$ cat src/rtl/ctl3w_pkg.sv
package ctl3w_pkg;

  localparam int FRAME_W  = 16;
  localparam int ATT_W    = 8;
  localparam int ADDR_LO  = 9;
  localparam int ADDR_HI  = 10;
  localparam int LOAD_BIT = 8;
  localparam int N_CHAN   = 2;

  typedef enum logic [1:0] {
    SEL_ATT_L = 2'd0,
    SEL_ATT_R = 2'd1,
    SEL_CORE  = 2'd2,
    SEL_IFACE = 2'd3
  } reg_sel_e;

  // core control register image, bit 4 down to bit 0
  typedef struct packed {
    logic [1:0] word_sel;
    logic       dac_off;
    logic       deemph;
    logic       mute;
  } core_reg_t;

  // interface control register image, bit 8 down to bit 0
  typedef struct packed {
    logic       zero_det;
    logic [1:0] fs_sel;
    logic       clk_half;
    logic       phase_inv;
    logic       slow_roll;
    logic       att_common;
    logic       lr_pol;
    logic       i2s;
  } iface_reg_t;

  localparam int CORE_W  = $bits(core_reg_t);
  localparam int IFACE_W = $bits(iface_reg_t);

  localparam logic [ATT_W-1:0] ATT_RST   = '1;
  localparam core_reg_t        CORE_RST  = '0;
  localparam iface_reg_t       IFACE_RST = '{zero_det: 1'b0, fs_sel: 2'b10,
                                             clk_half: 1'b0, phase_inv: 1'b0,
                                             slow_roll: 1'b0, att_common: 1'b0,
                                             lr_pol: 1'b0, i2s: 1'b0};

endpackage

$ cat src/rtl/ctl3w_sync.sv
module ctl3w_sync #(
  parameter int               WIDTH   = 4,
  parameter int               STAGES  = 2,
  parameter logic [WIDTH-1:0] RST_VAL = '0
) (
  input  logic             clk,
  input  logic             rst_n,
  input  logic [WIDTH-1:0] d,
  output logic [WIDTH-1:0] q
);

  generate
    if (STAGES <= 1) begin : g_single
      logic [WIDTH-1:0] st_q;
      always_ff @(posedge clk or negedge rst_n) begin
        if (!rst_n) st_q <= RST_VAL;
        else        st_q <= d;
      end
      assign q = st_q;
    end else begin : g_chain
      logic [STAGES-1:0][WIDTH-1:0] st_q;
      logic [STAGES-1:0][WIDTH-1:0] st_d;
      always_comb begin
        st_d = {st_q[STAGES-2:0], d};
      end
      always_ff @(posedge clk or negedge rst_n) begin
        if (!rst_n) st_q <= {STAGES{RST_VAL}};
        else        st_q <= st_d;
      end
      assign q = st_q[STAGES-1];
    end
  endgenerate

endmodule

$ cat src/rtl/ctl3w_shifter.sv
module ctl3w_shifter #(
  parameter int FRAME_W = 16
) (
  input  logic               clk,
  input  logic               rst_n,
  input  logic               shift_en,
  input  logic               bit_in,
  input  logic               clear,
  output logic [FRAME_W-1:0] word,
  output logic               full
);

  localparam int CNT_W   = $clog2(FRAME_W + 1);
  localparam int CNT_MAX = FRAME_W;

  logic [FRAME_W-1:0] word_q, word_d;
  logic [CNT_W-1:0]   cnt_q, cnt_d;
  logic               word_en, cnt_en;

  always_comb begin
    word_en = shift_en;
    word_d  = {word_q[FRAME_W-2:0], bit_in};
    cnt_en  = clear | (shift_en & (cnt_q != CNT_W'(CNT_MAX)));
    cnt_d   = clear ? '0 : cnt_q + CNT_W'(1);
  end

  always_ff @(posedge clk or negedge rst_n) begin
    if (!rst_n)       word_q <= '0;
    else if (word_en) word_q <= word_d;
  end

  always_ff @(posedge clk or negedge rst_n) begin
    if (!rst_n)      cnt_q <= '0;
    else if (cnt_en) cnt_q <= cnt_d;
  end

  assign word = word_q;
  assign full = (cnt_q == CNT_W'(CNT_MAX));

  // each sampled bit enters at the LSB end, older bits move toward the MSB
  p_msb_first_r2: assert property (@(posedge clk) disable iff (!rst_n)
    shift_en |=> (word[0] == $past(bit_in)) &&
                 (word[FRAME_W-1:1] == $past(word[FRAME_W-2:0])));

  // a latch edge restarts the bit count, so the next frame is not full
  p_restart_r8: assert property (@(posedge clk) disable iff (!rst_n)
    clear |=> !full);

endmodule

$ cat src/rtl/ctl3w_regbank.sv
module ctl3w_regbank
  import ctl3w_pkg::*;
(
  input  logic                  clk,
  input  logic                  rst_n,
  input  logic                  commit,
  input  logic [FRAME_W-1:0]    word,
  output logic [ATT_W-1:0]      att_l,
  output logic [ATT_W-1:0]      att_r,
  output core_reg_t             core,
  output iface_reg_t            iface
);

  reg_sel_e sel;
  logic     load;

  assign sel  = reg_sel_e'(word[ADDR_HI:ADDR_LO]);
  assign load = word[LOAD_BIT];

  logic [N_CHAN-1:0][ATT_W-1:0] att_q;

  generate
    for (genvar ch = 0; ch < N_CHAN; ch++) begin : g_chan
      logic             att_en;
      logic [ATT_W-1:0] att_d;
      always_comb begin
        att_en = commit & load & (sel == reg_sel_e'(ch));
        att_d  = word[ATT_W-1:0];
      end
      always_ff @(posedge clk or negedge rst_n) begin
        if (!rst_n)      att_q[ch] <= ATT_RST;
        else if (att_en) att_q[ch] <= att_d;
      end
    end
  endgenerate

  core_reg_t  core_q, core_d;
  iface_reg_t iface_q, iface_d;
  logic       core_en, iface_en;

  always_comb begin
    core_en  = commit & (sel == SEL_CORE);
    core_d   = core_reg_t'(word[CORE_W-1:0]);
    iface_en = commit & (sel == SEL_IFACE);
    iface_d  = iface_reg_t'(word[IFACE_W-1:0]);
  end

  always_ff @(posedge clk or negedge rst_n) begin
    if (!rst_n)       core_q <= CORE_RST;
    else if (core_en) core_q <= core_d;
  end

  always_ff @(posedge clk or negedge rst_n) begin
    if (!rst_n)        iface_q <= IFACE_RST;
    else if (iface_en) iface_q <= iface_d;
  end

  assign att_l = att_q[0];
  assign att_r = iface_q.att_common ? att_q[0] : att_q[1];
  assign core  = core_q;
  assign iface = iface_q;

  // applied left code moves only on a loading address-0 commit
  p_left_hold_r5: assert property (@(posedge clk) disable iff (!rst_n)
    !(commit && load && sel == SEL_ATT_L) |=> $stable(att_q[0]));

  // applied right code moves only on a loading address-1 commit
  p_right_hold_r6: assert property (@(posedge clk) disable iff (!rst_n)
    !(commit && load && sel == SEL_ATT_R) |=> $stable(att_q[1]));

  // core fields hold unless address 2 is committed
  p_core_hold_r3: assert property (@(posedge clk) disable iff (!rst_n)
    !(commit && sel == SEL_CORE) |=> $stable(core));

  // interface fields hold unless address 3 is committed
  p_iface_hold_r4: assert property (@(posedge clk) disable iff (!rst_n)
    !(commit && sel == SEL_IFACE) |=> $stable(iface));

endmodule

$ cat src/rtl/ser_ctl_port.sv
module ser_ctl_port
  import ctl3w_pkg::*;
#(
  parameter int SYNC_STAGES = 2
) (
  input  logic             clk,
  input  logic             rst_n,
  input  logic             ml_i,
  input  logic             mc_i,
  input  logic             md_i,
  input  logic             cs_n_i,
  output logic [ATT_W-1:0] atten_l_o,
  output logic [ATT_W-1:0] atten_r_o,
  output logic             mute_o,
  output logic             deemph_o,
  output logic             dac_off_o,
  output logic [1:0]       word_sel_o,
  output logic             i2s_o,
  output logic             lr_pol_o,
  output logic             atten_common_o,
  output logic             slow_roll_o,
  output logic             phase_inv_o,
  output logic             clk_half_o,
  output logic [1:0]       fs_sel_o,
  output logic             zero_det_o
);

  localparam int IN_W = 4;
  // order {cs_n, md, mc, ml}; latch idles high, select idles high
  localparam logic [IN_W-1:0] IN_RST = 4'b1001;

  logic [IN_W-1:0] raw_in, sync_in;
  logic            ml_s, mc_s, md_s, cs_n_s;

  assign raw_in = {cs_n_i, md_i, mc_i, ml_i};

  ctl3w_sync #(.WIDTH(IN_W), .STAGES(SYNC_STAGES), .RST_VAL(IN_RST)) u_sync (
    .clk   (clk),
    .rst_n (rst_n),
    .d     (raw_in),
    .q     (sync_in)
  );

  assign {cs_n_s, md_s, mc_s, ml_s} = sync_in;

  logic ml_prev_q, mc_prev_q;
  logic ml_rise, mc_rise;

  always_ff @(posedge clk or negedge rst_n) begin
    if (!rst_n) begin
      ml_prev_q <= 1'b1;
      mc_prev_q <= 1'b0;
    end else begin
      ml_prev_q <= ml_s;
      mc_prev_q <= mc_s;
    end
  end

  assign ml_rise = ml_s & ~ml_prev_q;
  assign mc_rise = mc_s & ~mc_prev_q;

  logic [FRAME_W-1:0] frame_word;
  logic               frame_full;
  logic               commit;

  ctl3w_shifter #(.FRAME_W(FRAME_W)) u_shift (
    .clk      (clk),
    .rst_n    (rst_n),
    .shift_en (mc_rise),
    .bit_in   (md_s),
    .clear    (ml_rise),
    .word     (frame_word),
    .full     (frame_full)
  );

  assign commit = ml_rise & ~cs_n_s & frame_full;

  core_reg_t  core;
  iface_reg_t iface;

  ctl3w_regbank u_regs (
    .clk    (clk),
    .rst_n  (rst_n),
    .commit (commit),
    .word   (frame_word),
    .att_l  (atten_l_o),
    .att_r  (atten_r_o),
    .core   (core),
    .iface  (iface)
  );

  assign mute_o         = core.mute;
  assign deemph_o       = core.deemph;
  assign dac_off_o      = core.dac_off;
  assign word_sel_o     = core.word_sel;
  assign i2s_o          = iface.i2s;
  assign lr_pol_o       = iface.lr_pol;
  assign atten_common_o = iface.att_common;
  assign slow_roll_o    = iface.slow_roll;
  assign phase_inv_o    = iface.phase_inv;
  assign clk_half_o     = iface.clk_half;
  assign fs_sel_o       = iface.fs_sel;
  assign zero_det_o     = iface.zero_det;

  logic [2*ATT_W+CORE_W+IFACE_W-1:0] out_vec;
  assign out_vec = {atten_l_o, atten_r_o, core, iface};

  // a latch edge with select high leaves every output unchanged
  p_cs_gate_r7: assert property (@(posedge clk) disable iff (!rst_n)
    (ml_rise && cs_n_s) |=> $stable(out_vec));

  // a latch edge before 16 bits arrived leaves every output unchanged
  p_short_frame_r8: assert property (@(posedge clk) disable iff (!rst_n)
    (ml_rise && !frame_full) |=> $stable(out_vec));

  // in common mode the right output tracks the left output
  p_common_r9: assert property (@(posedge clk) disable iff (!rst_n)
    atten_common_o |-> (atten_r_o == atten_l_o));

endmodule

$ cat config.mk
export PLATFORM = sky130hd
export DESIGN_NAME = ser_ctl_port
export DESIGN_NICKNAME = d
export VERILOG_FILES = /design/src/rtl/ctl3w_pkg.sv /design/src/rtl/ctl3w_sync.sv /design/src/rtl/ctl3w_shifter.sv /design/src/rtl/ctl3w_regbank.sv /design/src/rtl/ser_ctl_port.sv
export SDC_FILE = /design/constraint.sdc
export NUM_CORES = 1
export LEC_CHECK = 0
export BUFFER_PORTS_ARGS = -buffer_cell sky130_fd_sc_hd__buf_2
export CORE_MARGIN = 10
export CORE_UTILIZATION = 56
export DETAILED_ROUTE_END_ITERATION = 16
export PLACE_DENSITY = 0.75
export SETUP_SLACK_MARGIN = 0.3
export SLEW_MARGIN = 20
export SYNTH_ARGS = -nofsm -noshare
export SYNTH_HDL_FRONTEND = slang
export SYNTH_HIERARCHICAL = 1
export SYNTH_SLANG_ARGS = --single-unit
$ cat constraint.sdc
create_clock -name clk -period 2.76 [get_ports clk]
set_input_delay 0.138 -clock clk [delete_from_list [all_inputs] [get_ports clk]]
set_output_delay 0.138 -clock clk [all_outputs]
set_load 0.05 [all_outputs]
==> results of run 1 <==
sequential cells by signal, indices dropped and copies added, names as in the netlist:
register and count:
u_regs/att_q 8, ml_prev_q 1, u_regs/iface 9, u_sync/q 4, u_shift/cnt_q 5, mc_prev_q 1, u_sync/g_chain.st_d 4, u_regs/core 5
u_shift/word 11, u_regs/att_l 8
cells in the final DEF (no fill, tap or decap), types with 2 or more instances in the layout:
cell type and n:
sky130_fd_sc_hd__nand2b_1 2, sky130_fd_sc_hd__nor4bb_4 2, sky130_fd_sc_hd__buf_4 4, sky130_fd_sc_hd__dfrtp_1 34, sky130_fd_sc_hd__ha_1 2, sky130_fd_sc_hd__nor2_1 4
sky130_fd_sc_hd__nand2_1 2, sky130_fd_sc_hd__inv_1 2, sky130_fd_sc_hd__nand4_1 2, sky130_fd_sc_hd__clkbuf_8 5, sky130_fd_sc_hd__buf_2 34, sky130_fd_sc_hd__dlygate4sd3_1 5
sky130_fd_sc_hd__xor2_1 2, sky130_fd_sc_hd__mux2_2 49, sky130_fd_sc_hd__dfstp_2 22
through the flow:
step / area (µm²) / hold slack [ns] / setup WS, ns / util / power, mW
5_1_grt: 2635 / 0.3621 / 0.4748 / 0.6587 / 1.680
3_5_place_dp: 2486 / 0.2442 / 0.3962 / 0.6215 / 1.181
6_report: 2635 / 0.3530 / 0.5830 / 0.6587 / 1.602
3_3_place_gp: 2486 / 0.2434 / 0.5420 / 0.6215 / 1.161
2_1_floorplan: 2320 / -0.1576 / 0.7835 / - / 1.110
4_1_cts: 2615 / 0.07465 / 0.3879 / 0.6537 / 1.617
final timing paths:
| kind | from | to | slack (ns) | cells past startpoint |
|---|---|---|---|---|
| max | u_shift/cnt_q[0] | u_regs/att_l[6] | 0.58 | 7 |
| min | u_sync/g_chain.st_d[5] | u_sync/q[1] | 0.35 | 0 |
| max reg2reg | u_shift/cnt_q[0] | u_regs/att_l[6] | 0.58 | 7 |
| min reg2reg | u_sync/g_chain.st_d[5] | u_sync/q[1] | 0.35 | 0 |
| max in group asynchronous | rst_n | ml_prev_q | 1.75 | 3 |
| min in group asynchronous | rst_n | u_sync/q[2] | 0.39 | 2 |
what timing repair did:
| action | CTS | global route |
|---|---|---|
| setup endpoints to repair | 0 | 8 |
| gates resized for setup | 0 | 0 |
| hold buffers | 4 | 1 |
| buffers inserted | 0 | 1 |
| endpoints found under the hold margin | 4 | 34 |
worst register-to-register path: cells and delay by family (launching register included):
family / cells / cell delay, ns
buf+inv: 2 / 0.31
flops: 1 / 0.42
fa+ha+maj: 1 / 0.15
mux: 1 / 0.35
simple gates: 3 / 0.88
final cells by class:
type / instances / share of cell area
flip-flops and latches: 56 / 0.5423
multi-input cells: 76 / 0.3025
repair buffers: 43 / 0.09497
clock buffers: 6 / 0.02754
well taps: 50 / 0.02374
clock inverters: 2 / 0.006173
inverters: 2 / 0.002849
metal layers:
metal,up-vias,track usage
met1,630,0.1300
met3,6,0.03865
met2,30,0.1957
met4,0,0.04940
met5,-,0
li1,575,-
power groups by stage:
stage	Clock (mW)	Combinational (mW)	Sequential [mW]
4_1_cts	0.446	0.151	1.02
2_1_floorplan	0	0.111	1.00
5_1_grt	0.474	0.166	1.04
3_5_place_dp	0	0.145	1.04
6_report	0.434	0.149	1.02
3_3_place_gp	0	0.134	1.03
==> metrics.md, run 1 <==
| Metric | Value |
|---|---|
| TritonCTS clock tree | yes |
| Starting utilization of the core area | 0.5799 |
| Rel. slew slack | 0.5416 |
| Detailed-route wire length | 4079 µm |
| Number of H-tree levels | 2 |
| Drt first pass iters | 4 |
| Clock period minus final worst setup slack | 2.177 ns |
| Fillers | 308 |
| Total inserted antenna cells | 0 |
| Non-Filler Instances | 235 |
| Remaining global-route overflow | 0 |
| Slew of the pin with the lowest slew margin | 0.6862 ns |
| Power per cell area | 608.1 nW/µm² |
| Total met2 wirelength after detailed routing | 2003 µm |
| Mapped Nets | 154 |
| Share of total power in sequential cells | 0.636 |
| Footprint of the multi-input gates | 797.0 µm² |
| Synthesized instance count | 146 |
| Worst clock skew | 0.009529 ns |
| Buf+Inv Stages, Crit Path | 2 |
| Worst Path Class, Setup | reg -> reg |
| Maximum number of pins on one net before global-route repair | 55 |
| Endpoints failing hold | 0 |
| Number of sinks handled by clock tree synthesis | 56 |
| Maximum frequency from static timing analysis | 459.4 MHz |
| Netlist area before placement | 2320 µm² |
| Leakage component of the power | 1.299 nW |
| Fraction of power consumed by combinational cells | 0.093 |
| Mean cell area of the mapped netlist | 15.89 µm² |
| Weighted congestion reported at the end of routability-driven placement | 0.7677 |
| Detail Route met3 WL | 224 µm |
| Number of setup violations in the final report | 0 |
| Inst Count DP | 221 |
| Type of element launching the critical path | flip-flop |
| Area growth from synthesis to final layout | 13.59% |
| Vias in the first global route | 1376 |
| Via count | 1241 |
| Violation count after the first detailed-routing iteration | 74 |
| Switching power | 0.4188 mW |
| Power share of the clock group | 0.271 |
| RSZ-0062 raised after global routing | no |
| Internal power consumption | 1.183 mW |
| Fin nets | 192 |
| Half-perimeter wire length after placement | 2881 µm |
| Max-cap violations | 0 |
| Post-detailed-route wirelength per cell | 17.36 µm |
| Result of the run | completed |
| Final worst path period share | 0.7888 |
| I/O pin count | 36 |
| Worst ir drop on vdd | 0.0004563 V |
| Top routing layer in use | met4 |
| Sw frac | 0.2614 |
| Overall die area | 7117 µm² |
| Total of warnings raised by yosys | 6 |
| Delay-heaviest family, CP | simple AND/OR/NAND/NOR gates |
| First-pass GRT wire length | 6644 µm |
| Data arrival time of the critical path | 2.42 ns |
| Rows | 23 |
| Worst endpoint required time | 3.00 ns |
| Cell with the biggest individual delay on the critical path | sky130_fd_sc_hd__dfrtp_1 |
| Clock latency of the later-clocked register in the worst-skew pair | 0.31 ns |
| TritonCTS buffer count | 5 |
| Critical path's largest stage delay | 0.42 ns |
| CP Capture Type | flip-flop |
| Die boundary height | 84.36 µm |
| FF/Latch Area | 1429 µm² |
| Die boundary width | 84.36 µm |
| Worst-path clk slew | 0.09 ns |
| Maximum buffer depth of the clock tree | 2 |
| Clock Root Buffer | sky130_fd_sc_hd__clkbuf_8 |
| Antenna viol nets, final | 0 |
| Critical-path cell list | inv_1 > ha_1 > nor4bb_4 > and4bb_2 > nor4bb_4 > buf_4 > mux2_2 |
| Area of the core region | 4000 µm² |
| Crit-path max FO | 8 |
| Count of input and output buffers | 35 |
| Most frequent CP cell | sky130_fd_sc_hd__nor4bb_4 |
| Drt drc | 0 |
| Detailed-routing wirelength on met1 | 1793 µm |
| Classification of the worst-slack hold path | reg -> reg |
| Share of layout cells above drive strength 1 | 0.6703 |
| Total count of max-transition violations in the final report | 0 |
| Total Negative Setup Slacks | 0 ns |
| Initial antenna violation count | 0 |
| Overall global routing resource usage | 0.1156 |
| Mean number of vias per cell | 5.281 |
No activity file was read; power rests on OpenSTA's default activity.
==> run 2, diff against run 1 <==
==> constraint.sdc (replaced) <==
create_clock -name clk -period 2.1 [get_ports clk]
set_input_delay 0.105 -clock clk [delete_from_list [all_inputs] [get_ports clk]]
set_output_delay 0.105 -clock clk [all_outputs]
set_load 0.05 [all_outputs]
==> run 2 against run 1 <==
Effect of this change:
- combinational power is 70% higher
- hold slack got worse by 0.0073 ns
- total power increased by 35%
- first-iteration DRC count fell by 26%
- clock skew shrank 0.0018 ns
- cell area is 5.6% higher
==> metrics.md, run 2 (synthesis results as in run 1) <==
| Metric | Value |
|---|---|
| Result of the run | completed |
| Worst endpoint required time | 2.33 ns (-0.67 ns) |
| Fraction of power consumed by combinational cells | 0.117 (+0.024) |
| Pre-CTS setup slack | -0.04174 ns (-0.4379 ns) |
| Endpoints failing hold | 0 (unchanged) |
| Crit-path max FO | 4 (-4) |
| Share of total power in sequential cells | 0.626 (-0.010) |
| Rows | 23 (unchanged) |
| Most frequent CP cell | sky130_fd_sc_hd__nor4bb_4 |
| First-pass GRT wire length | 7645 µm (+15%) |
| Met2 global-route usage | 0.2275 (+0.03181) |
| Number of sinks handled by clock tree synthesis | 56 (unchanged) |
| Worst-path clk slew | 0.09 ns (about the same) |
| Most common cell after layout, fill and taps aside | sky130_fd_sc_hd__mux2_2 |
| Critical-path cell list | inv_2 > ha_4 > nor4bb_4 > and4bb_2 > nor4bb_4 > buf_4 > mux2_4 |
| Critical path's largest stage delay | 0.41 ns (about the same) |
| Antenna viol nets, final | 0 (unchanged) |
| Half-perimeter wire length after placement | 3266 µm (+13%) |
| Die boundary width | 84.36 µm (unchanged) |
| Power per cell area | 777.9 nW/µm² (+28%) |
| Power share of the clock group | 0.257 (-0.014) |
| Commonest cells after routing, fill and taps aside | sky130_fd_sc_hd__mux2_2 (41), sky130_fd_sc_hd__buf_2 (35), sky130_fd_sc_hd__dfrtp_1 (34) |
| Detailed-route wire length | 4600 µm (+13%) |
| Sw frac | 0.2656 (+0.004203) |
| Maximum frequency from static timing analysis | 501.1 MHz (+9.1%) |
| Number of flip-flops under the largest register name | 11 (unchanged) |
| Post-detailed-route wirelength per cell | 18.70 µm (+7.7%) |
| Switching power | 0.5747 mW (+37%) |
| Final worst path period share | 0.9502 (+0.1615) |
| Layer with the highest usage after global routing | met2 |
| Length in cells of the worst reg-to-reg path | 7 (unchanged) |
| TritonCTS buffer count | 5 (unchanged) |
| Cell with the biggest individual delay on the critical path | sky130_fd_sc_hd__dfrtp_1 |
| Worst Path Class, Setup | reg -> reg |
| Via count | 1325 (+6.8%) |
| Slew of the pin with the lowest slew margin | 0.5969 ns (-0.08936 ns) |
| Leakage component of the power | 1.384 nW (+6.6%) |
| Number of setup violations in the final report | 0 (unchanged) |
| Maximum number of pins on one net before global-route repair | 31 (-44%) |
| Met1 layer usage reported by global route | 0.1462 (+0.01616) |
| Type of element launching the critical path | flip-flop |
| Clock latency of the later-clocked register in the worst-skew pair | 0.30 ns (about the same) |
| Mean number of vias per cell | 5.386 (+2.0%) |
| Power, Total | 2.164 mW (+35%) |
| Rel. slew slack | 0.6021 (+0.06051) |
| Drt drc | 0 (unchanged) |
| Worst clock skew | 0.007714 ns (-0.001815 ns) |
| CP Capture Type | flip-flop |
| Vias in the first global route | 1501 (+9.1%) |
| Max-cap violations | 0 (unchanged) |
| Area of the core region | 4000 µm² (unchanged) |
| Overall global routing resource usage | 0.1308 (+0.01513) |
| TritonCTS clock tree | yes |
| Maximum buffer depth of the clock tree | 2 (unchanged) |
| Initial antenna violation count | 0 (unchanged) |
| Worst ir drop on vdd | 0.0005118 V (+12%) |
| Data arrival time of the critical path | 2.22 ns (-0.20 ns) |
| I/O pin count | 36 (unchanged) |
| Weighted congestion reported at the end of routability-driven placement | 0.7684 (about the same) |
| Violation count after the first detailed-routing iteration | 55 (-26%) |
| Total inserted antenna cells | 0 (unchanged) |
| Clock period minus final worst setup slack | 1.995 ns (-0.1815 ns) |
| Clock Root Buffer | sky130_fd_sc_hd__clkbuf_8 |
| Fin nets | 203 (+5.7%) |
| Setup slack of the worst register-to-register path | 0.10 ns (-0.48 ns) |
| Classification of the worst-slack hold path | in -> async |
| Remaining global-route overflow | 0 (unchanged) |
| Number of H-tree levels | 2 (unchanged) |
| Worst r2r dst | u_regs/att_l[6] |
| Overall die area | 7117 µm² (unchanged) |
| Final worst slack | 0.1045 ns (-0.4785 ns) |
| Met3 usage | 0.04058 (+0.001932) |
| Drt first pass iters | 4 (unchanged) |
| Area growth from synthesis to final layout | 19.90% |
| RSZ-0062 raised after global routing | yes |
| Starting utilization of the core area | 0.5799 (unchanged) |
| Source of the worst register-to-register timing path | u_shift/cnt_q[0] |
| Share of layout cells above drive strength 1 | 0.7092 (+0.03891) |
| Internal power consumption | 1.589 mW (+34%) |
| Count of input and output buffers | 35 (unchanged) |
| Post-route cell area | 2781 µm² (+5.6%) |
| Total count of max-transition violations in the final report | 0 (unchanged) |
| Die boundary height | 84.36 µm (unchanged) |
| Placement-stage cell area | 2521 µm² (+1.4%) |
run 2: how the worst max path moves through the flow:
| stage | startpoint | endpoint | slack, ns |
|---|---|---|---|
| finish | u_shift/cnt_q[0] | u_regs/att_l[6] | 0.10 |
| floorplan | u_shift/cnt_q[0] | u_regs/att_l[0] | 0.21 |
| detailed placement | u_shift/cnt_q[0] | u_regs/att_l[6] | -0.04 |
| global placement | u_shift/cnt_q[0] | u_regs/att_l[3] | 0.12 |
| global route | u_shift/cnt_q[0] | u_regs/att_l[5] | 0.02 |
| CTS | u_shift/cnt_q[0] | u_regs/att_l[6] | 0.14 |
run 2: timing repair:
action / in CTS / in global routing
gates resized for setup: 13 / 1
setup endpoints to repair: 30 / 30
endpoints found under the hold margin: 23 / 0
hold buffers: 5 / 0
buffers inserted: 6 / 3
pin swaps: 2 / 1
run 2: layout make-up:
cell class,count,area (µm²)
sequential,56,1429
clock buffer,5,68.82
multi-input combinational,76,848.3
timing repair buffer,54,346.6
fill,278,1219
inverter,2,7.507
clock inverter,3,18.77
tap,50,62.56
run 2: routing by layer:
| layer | routed length [µm] | vias up | part of all wire |
|---|---|---|---|
| li1 | - | 598 | - |
| met5 | 0 | - | 0 |
| met1 | 1927 | 687 | 0.42 |
| met2 | 2352 | 33 | 0.51 |
| met4 | 61 | 0 | 0.013 |
| met3 | 259 | 7 | 0.056 |
run 2: worst max-delay path: cells and delay by family (launching register included):
kind	cells	cell delay (ns)
adder cells (fa/ha/maj)	1	0.12
multiplexers	1	0.30
flip-flops	1	0.41
buffers and inverters	2	0.30
AND/OR/NAND/NOR	3	0.79
run 2: through the flow:
| step | hold slack, ns | utilization | setup TNS (ns) | std cells |
|---|---|---|---|---|
| after CTS | 0.3517 | 0.6888 | 0 | 243 |
| after global routing | 0.3621 | 0.6953 | 0 | 246 |
| after floorplan | -0.1906 | - | 0 | 146 |
| after global placement | 0.1249 | 0.6303 | 0 | 224 |
| final | 0.3457 | 0.6953 | 0 | 246 |
| after detailed placement | 0.1425 | 0.6303 | -0.2651 | 224 |
run 2: power by group through the flow:
stage / Clock (mW) / Sequential (mW) / Combinational [mW]
floorplan: 0 / 1.31 / 0.145
global placement: 0 / 1.36 / 0.181
detailed placement: 0 / 1.36 / 0.195
CTS: 0.573 / 1.35 / 0.241
global route: 0.619 / 1.38 / 0.275
finish: 0.556 / 1.35 / 0.254
==> run 3, diff against run 2 <==
--- a/config.mk
+++ b/config.mk
@@ -9,7 +9,7 @@
 export CORE_MARGIN = 10
 export CORE_UTILIZATION = 56
 export DETAILED_ROUTE_END_ITERATION = 16
-export PLACE_DENSITY = 0.75
+export PLACE_DENSITY = 0.78
 export SETUP_SLACK_MARGIN = 0.3
 export SLEW_MARGIN = 20
 export SYNTH_ARGS = -nofsm -noshare
==> run 3 against run 2 <==
Effect of this change:
- total power rose by 8.2%
- non-clock buffer count fell by 2
- critical path depth is the same
- clock skew about the same
- register-to-register slack gained 0.09 ns
- critical path type unchanged
- critical endpoint is now u_regs/att_l[3]
- largest cell class unchanged
==> metrics.md, run 3 (synthesis results as in run 1) <==
| Metric | Value |
|---|---|
| Area of the core region | 4000 µm² (unchanged) |
| CP Capture Type | flip-flop |
| Worst ir drop on vdd | 0.0005953 V (+16%) |
| Worst clock skew | 0.007489 ns (-0.0002243 ns) |
| Area growth from synthesis to final layout | 21.25% |
| Post-detailed-route wirelength per cell | 18.11 µm (-3.1%) |
| Endpoints failing hold | 0 (unchanged) |
| Worst Path Class, Setup | reg -> reg |
| Sw frac | 0.2465 (-0.01911) |
| Clock period minus final worst setup slack | 1.908 ns (-0.08735 ns) |
| Total Negative Setup Slacks | 0 ns (unchanged) |
| Remaining global-route overflow | 0 (unchanged) |
| Vias in the first global route | 1383 (-7.9%) |
| Maximum buffer depth of the clock tree | 2 (unchanged) |
| Starting utilization of the core area | 0.5799 (unchanged) |
| Slew of the pin with the lowest slew margin | 0.6421 ns (+0.04523 ns) |
| Initial antenna violation count | 0 (unchanged) |
| Classification of the worst-slack hold path | in -> async |
| TritonCTS clock tree | yes |
| Most common cell after layout, fill and taps aside | sky130_fd_sc_hd__mux2_2 |
| Antenna viol nets, final | 0 (unchanged) |
| Power share of the clock group | 0.318 (+0.061) |
| Critical-path cell list | inv_2 > ha_4 > nor4bb_4 > and4bb_2 > nor4bb_4 > buf_4 > mux2_4 |
| Crit-path max FO | 4 (unchanged) |
| Post-route cell area | 2813 µm² (+1.1%) |
| Drt first pass iters | 4 (unchanged) |
| Critical path's largest stage delay | 0.40 ns (about the same) |
| TritonCTS buffer count | 5 (unchanged) |
| Result of the run | completed |
| Max-cap violations | 0 (unchanged) |
| Detailed-route wire length | 4419 µm (-3.9%) |
| Clock latency of the later-clocked register in the worst-skew pair | 0.30 ns (about the same) |
| I/O pin count | 36 (unchanged) |
| Fin nets | 201 (-0.99%) |
| Overall die area | 7117 µm² (unchanged) |
| Weighted congestion reported at the end of routability-driven placement | 0.8203 (+6.8%) |
| Mean number of vias per cell | 5.283 (-1.9%) |
| Total count of max-transition violations in the final report | 0 (unchanged) |
| Clock Root Buffer | sky130_fd_sc_hd__clkbuf_8 |
| Total inserted antenna cells | 0 (unchanged) |
| Switching power | 0.5773 mW (+0.45%) |
| Worst endpoint required time | 2.34 ns (about the same) |
| Most frequent CP cell | sky130_fd_sc_hd__nor4bb_4 |
| Half-perimeter wire length after placement | 3017 µm (-7.6%) |
| Internal power consumption | 1.765 mW (+11%) |
| Rel. slew slack | 0.5719 (-0.03015) |
| RSZ-0062 raised after global routing | yes |
| Power per cell area | 832.7 nW/µm² (+7.0%) |
| Power, Total | 2.342 mW (+8.2%) |
| Worst-path clk slew | 0.09 ns (about the same) |
| Cell with the biggest individual delay on the critical path | sky130_fd_sc_hd__dfrtp_1 |
| Number of H-tree levels | 2 (unchanged) |
| Placement-stage cell area | 2514 µm² (-0.30%) |
| Share of total power in sequential cells | 0.580 (-0.046) |
| Data arrival time of the critical path | 2.15 ns (-0.07 ns) |
| Die boundary width | 84.36 µm (unchanged) |
| Number of flip-flops under the largest register name | 11 (unchanged) |
| Die boundary height | 84.36 µm (unchanged) |
| Number of sinks handled by clock tree synthesis | 56 (unchanged) |
| Leakage component of the power | 1.392 nW (+0.58%) |
| Via count | 1289 (-2.7%) |
| Maximum number of pins on one net before global-route repair | 30 (-3.2%) |
| Fin Hold WS | 0.3498 ns (+0.004112 ns) |
| Fraction of power consumed by combinational cells | 0.102 (-0.015) |
| Share of layout cells above drive strength 1 | 0.7062 (-0.002998) |
| Count of input and output buffers | 35 (unchanged) |
| Commonest cells after routing, fill and taps aside | sky130_fd_sc_hd__mux2_2 (41), sky130_fd_sc_hd__buf_2 (35), sky130_fd_sc_hd__dfrtp_1 (34) |
| Overall global routing resource usage | 0.1234 (-0.007387) |
| Type of element launching the critical path | flip-flop |
| Maximum frequency from static timing analysis | 524.1 MHz (+4.6%) |
| Rows | 23 (unchanged) |
| Final worst path period share | 0.9086 (-0.04160) |
| Drt drc | 0 (unchanged) |
| Violation count after the first detailed-routing iteration | 57 (+3.6%) |
| Number of setup violations in the final report | 0 (unchanged) |
| First-pass GRT wire length | 7148 µm (-6.5%) |
run 3: final timing paths:
kind | depth (start not counted) | to | slack (ns) | from
min in group clk | 0 | u_sync/q[3] | 0.36 | u_sync/g_chain.st_d[7]
max | 7 | u_regs/att_l[3] | 0.19 | u_shift/cnt_q[0]
max reg2reg | 7 | u_regs/att_l[3] | 0.19 | u_shift/cnt_q[0]
max in group asynchronous | 3 | u_regs/att_q[14] | 1.11 | rst_n
min | 2 | u_regs/iface[1] | 0.35 | rst_n
min reg2reg | 0 | u_sync/q[3] | 0.36 | u_sync/g_chain.st_d[7]
run 3: metrics by stage:
stage | setup slack, ns | util | std cells
finish | 0.1919 | 0.7032 | 244
global route | 0.09953 | 0.7032 | 244
CTS | 0.1793 | 0.6875 | 240
detailed placement | 0.04270 | 0.6284 | 223
global placement | 0.1226 | 0.6284 | 223
floorplan | 0.2096 | - | 146
run 3: layout make-up:
| class | instances | area [µm²] |
|---|---|---|
| flip-flops and latches | 56 | 1429 |
| fillers | 265 | 1187 |
| multi-input cells | 76 | 855.8 |
| repair buffers | 52 | 331.6 |
| clock buffers | 7 | 96.34 |
| well taps | 50 | 62.56 |
| clock inverters | 1 | 30.03 |
| inverters | 2 | 7.507 |
run 3: metal layers:
metal	global-route usage	part of all wire	up-vias
li1	-	-	597
met1	0.1479	0.44	660
met2	0.1971	0.49	27
met3	0.05314	0.060	5
met4	0.03593	0.012	0
met5	0	0	-
run 3: power by group through the flow:
| stage | Combinational, mW | Clock (mW) | Sequential [mW] |
|---|---|---|---|
| 6_report | 0.239 | 0.744 | 1.36 |
| 4_1_cts | 0.221 | 0.759 | 1.34 |
| 2_1_floorplan | 0.145 | 0 | 1.31 |
| 5_1_grt | 0.263 | 0.801 | 1.39 |
| 3_5_place_dp | 0.193 | 0 | 1.36 |
| 3_3_place_gp | 0.180 | 0 | 1.35 |
run 3: critical path: cells and delay by family (launching register included):
family / cells / cell delay, ns
AND/OR/NAND/NOR: 3 / 0.74
flip-flops: 1 / 0.40
adder cells (fa/ha/maj): 1 / 0.12
multiplexers: 1 / 0.30
buffers and inverters: 2 / 0.28
run 3: repair_timing:
action	4_1_cts	5_1_grt
buffers inserted	4	4
pin swaps	1	2
hold buffers	5	0
resized for setup	9	6
endpoints found under the hold margin	24	0
setup endpoints to repair	30	30
